[config.mk]
export PLATFORM = sky130hd
export DESIGN_NAME = slot_serial_port
export DESIGN_NICKNAME = d
export VERILOG_FILES = /design/src/rtl/slot_serial_port.sv
export SDC_FILE = /design/constraint.sdc
export NUM_CORES = 1
export LEC_CHECK = 0
export ABC_AREA = 0
export ABC_CLOCK_PERIOD_IN_PS = 5400
export BUFFER_PORTS_ARGS = -buffer_cell sky130_fd_sc_hd__buf_2
export CAP_MARGIN = 0
export CORE_MARGIN = 4
export CORE_UTILIZATION = 40
export DETAILED_ROUTE_END_ITERATION = 6
export GPL_TIMING_DRIVEN = 0
export PLACE_DENSITY_LB_ADDON = 0.05
export SLEW_MARGIN = 40
export SYNTH_ARGS = -nofsm -noshare
export SYNTH_HDL_FRONTEND = slang
export SYNTH_SLANG_ARGS = --single-unit
[constraint.sdc]
create_clock -name clk -period 5.4 [get_ports clk]
set_clock_uncertainty 0.2 [all_clocks]
set_input_delay 1.08 -clock clk [delete_from_list [all_inputs] [get_ports clk]]
set_output_delay 1.08 -clock clk [all_outputs]
set_load 0.01 [all_outputs]
[src/rtl/slot_serial_port.sv]
module slot_serial_port #(
  parameter int SLOTS = 32,
  localparam int SW = $clog2(SLOTS)
) (
  input  logic          clk,
  input  logic          rst,
  input  logic          fsync,
  input  logic          rep_en,
  input  logic          cfg_busy,
  input  logic [SW-1:0] slot,
  input  logic [7:0]    tx_data,
  output logic          tx_taken,
  output logic [7:0]    rx_data,
  output logic          rx_valid,
  input  logic          sdi,
  output logic          sdo,
  output logic          sdo_oe
);
  localparam int PW = $clog2(SLOTS * 8);
  localparam logic [PW-1:0] LAST = PW'(SLOTS * 8 - 1);

  logic [PW-1:0] pos;
  logic          act, rep_q, first_q, oe_q, sdo_q;
  logic [7:0]    txw, rxsh;

  logic [PW-1:0] pos_n;
  logic          act_n, first_n, hit_n, load_n, hit_cur;
  logic [2:0]    idx_n;

  assign pos_n   = fsync ? '0 : pos + 1'b1;
  assign act_n   = fsync | (act & (pos != LAST));
  assign first_n = fsync ? (~rep_en | ~rep_q | ~first_q) : first_q;
  assign hit_n   = act_n && (pos_n[PW-1:3] == slot);
  assign idx_n   = pos_n[2:0];
  assign load_n  = hit_n && (idx_n == 3'd0) && first_n;
  assign hit_cur = act && (pos[PW-1:3] == slot);

  always_ff @(posedge clk) begin
    if (rst) begin
      pos      <= '0;
      act      <= 1'b0;
      rep_q    <= 1'b0;
      first_q  <= 1'b0;
      oe_q     <= 1'b0;
      sdo_q    <= 1'b0;
      txw      <= '0;
      tx_taken <= 1'b0;
      rx_valid <= 1'b0;
      rx_data  <= '0;
    end else begin
      pos      <= pos_n;
      act      <= act_n;
      first_q  <= first_n;
      if (fsync) rep_q <= rep_en;
      oe_q     <= hit_n;
      tx_taken <= load_n;
      if (load_n) txw <= tx_data;
      sdo_q    <= hit_n ? (load_n ? tx_data[7] : txw[3'd7 - idx_n]) : 1'b0;
      rx_valid <= hit_cur && (pos[2:0] == 3'd7) && first_q;
      if (hit_cur && (pos[2:0] == 3'd7) && first_q) rx_data <= rxsh;
    end
  end

  always_ff @(negedge clk) begin
    if (hit_cur) rxsh <= {rxsh[6:0], sdi};
  end

  assign sdo_oe = oe_q & ~cfg_busy;
  assign sdo    = sdo_q & sdo_oe;


  win_start_chk: assert property (@(posedge clk) disable iff (rst)
    ($rose(oe_q) && $stable(slot)) |-> (pos[2:0] == 3'd0));


  win_len_chk: assert property (@(posedge clk) disable iff (rst)
    (oe_q && (pos[2:0] != 3'd0) && $stable(slot)) |-> $past(oe_q));


  rx_pulse_chk: assert property (@(posedge clk) disable iff (rst)
    rx_valid |=> !rx_valid);


  reload_skip_chk: assert property (@(posedge clk) disable iff (rst)
    ($rose(oe_q) && !tx_taken) |-> rep_q);
endmodule

==> results.cfg <==
[clock_tree]
clk_latency_ns = 0.35
clkTransAtPathRegs_ns = 0.04
cts.sinks = 39
ctsRootBufferMaster = clkbuf_8
post_cts_resized = 0
cts_tree = built
clockBufferDepth = 2
post_cts_buffers = 0
hold_buffers = 0
h-tree-depth = 2
numCtsBuffers = 5

[synth]
synth-compound-area-share = 0.0575
synth_cells = 172
synth.area.top_cells = dfxtp_1, edfxtp_1, mux2i_1
ys.flop_type = dfxtp_1
yosys.area_share.simple = 0.234
synth_seq_cells = 39
synth_top_family_by_area = simple AND/OR/NAND/NOR gates
ys_warn_count = 0
ys_types = 44
synth.net_count = 193
synth_edf_count = 8
synth-adder-area-share = 0.0139
post_synth.cell_area_avg_um2 = 10.5
synth-xor-area-share = 0.0582
async_flop_share = 0
yosysTopAreaCell = dfxtp_1
synth_top_area_share = 0.344
seq_area_frac_synth = 0.477
synthMuxAreaShare = 0.130
syn_area_um2 = 1810

[timing]
setup_ws_ns = 0.296
worst_slew_pin_slew_ns = 0.726
rsz0062_at_grt = false
maxSlewViolCount = 0
setup_viol = 0
hold_violations = 0
max-slew-margin-rel = 0.514

[layout]
areaGrowthSynthToFinish_pct = 20.2
nets = 237
final_cell_mix = buf_2, dfxtp_1, nor2_1
layout-drive-gt1-share = 0.249
num_antenna_cells = 0
layout_commonest_cell = buf_2

[placed_design]
dpl_worst_slack_ns = -0.119
place.detailed.hpwl_mm = 2.81
gp_congestion = 0.780
io_buffers = 30

[pwr]
ir_drop_mv = 0.124
power_uw = 617
leakagePower_nw = 0.880
powerDensity_nw_per_um2 = 284

[floorplan]
fp.dieH_um = 75.2
initial_core_util = 0.415
row_count = 24
core_um2 = 4350
io_pins = 31
die-width_um = 75.2
dieArea_um2 = 5650

[global_route]
grt_pass1_vias = 1318
grt_usage = 0.139
overflow = 0
grt_pass1_wl_mm = 5.89
grt_max_degree = 15
antenna_found_initial = 0

[detailed_routing]
wl_mm = 3.63
drt_iter0_drc = 67
drc = 0
viasPerCell = 4.95
postRouteAntennaNets = 0
wl_per_cell_um = 13.5
dr.pass1.iters = 4
via_count = 1331

[min_path]
hold_class = register to register

[setup_path]
path_max_fanout = 9
cp_top_family = simple AND/OR/NAND/NOR gates
cp.arrival_ns = 2.17
path_class = primary input to register
cp_slowest_cell = nor3_2
slowest_delay_ns = 0.57
path_cells = buf_2, xnor2_1, nand4_1, nor3_2
cp-start-kind = primary input
required_ns = 2.47
cp-end-kind = register
crit_buf_inv = 1

[job]
max_cap_violations = 0

[run_status]
status = completed
==> cell usage after synthesis (all sizes together) (2+ instances only) <==
cell type and count:
inv 5, ha 2, mux2i 20, nand4 2, o221a 2, nand3 7
o21ai 2, a21o 2, edfxtp 8, nor2 23, nand2b 17, xor2 5
nand2 3, and3 3, xnor2 7, nor4 3, nor2b 4, nor3 2
clkbuf 3, buf 5, dfxtp 31, a21oi 2
==> final cells by class <==
type / count / area [um2]
clock inverters: 11 / 80.1
inverters: 4 / 15.0
plain buffers: 8 / 35.0
fillers: 421 / 2180
well taps: 52 / 65.1
multi-input cells: 120 / 896
repair buffers: 30 / 150
clock buffers: 5 / 68.8
flip-flops and latches: 39 / 861
==> cells by family (layout without fill, tap and decap cells) <==
family	Yosys count	in the layout
compound gates	13	13
xor+xnor	12	12
fa+ha+maj	2	2
buf+inv	13	58
flops	39	39
mux	22	22
simple gates	71	71
==> through the flow <==
stage	cell area (um2)	hold WS (ns)	utilization	std cells	TNS, ns
after global routing	2170	0.250	0.499	269	0
final	2170	0.238	0.499	269	0
after detailed placement	2030	0.236	0.465	254	-0.949
after floorplan	1810	0.226	-	172	0
after CTS	2170	0.238	0.499	269	0
after global placement	2020	0.231	0.464	254	-3.57
==> power by group <==
part / internal [mW] / leakage (nW) / total [mW] / switching [mW]
clock: 0.149 / 0.103 / 0.275 / 0.126
sequential: 0.299 / 0.323 / 0.301 / 0.00206
combinational: 0.0180 / 0.454 / 0.0402 / 0.0222
==> routing by layer <==
metal,GRT usage,up-vias,wire length [um],share of wire
met3,0.0454,6,215,0.059
met2,0.229,32,1660,0.46
met1,0.169,611,1700,0.47
met4,0.0505,0,50,0.014
met5,0,-,0,0
li1,-,682,-,-
==> state kept, by name, indices dropped and copies added, names as in the netlist <==
| register | flops |
|---|---|
| rep_q | 1 |
| rx_valid | 1 |
| tx_taken | 1 |
| sdo_q | 1 |
| act | 1 |
| oe_q | 1 |
| first_q | 1 |
| rx_data | 8 |
| txw | 8 |
| rxsh | 8 |
| pos | 8 |
==> path summary, 6_finish.rpt <==
kind / start / to / slack [ns] / depth (start not counted)
max: slot[0] / rxsh[0] / 0.30 / 4
min: rxsh[2] / rxsh[3] / 0.24 / 0
min reg2reg: rxsh[2] / rxsh[3] / 0.24 / 0
max reg2reg: pos[3] / rxsh[0] / 0.79 / 3
Note: power is estimated with default switching activity, not from simulation.
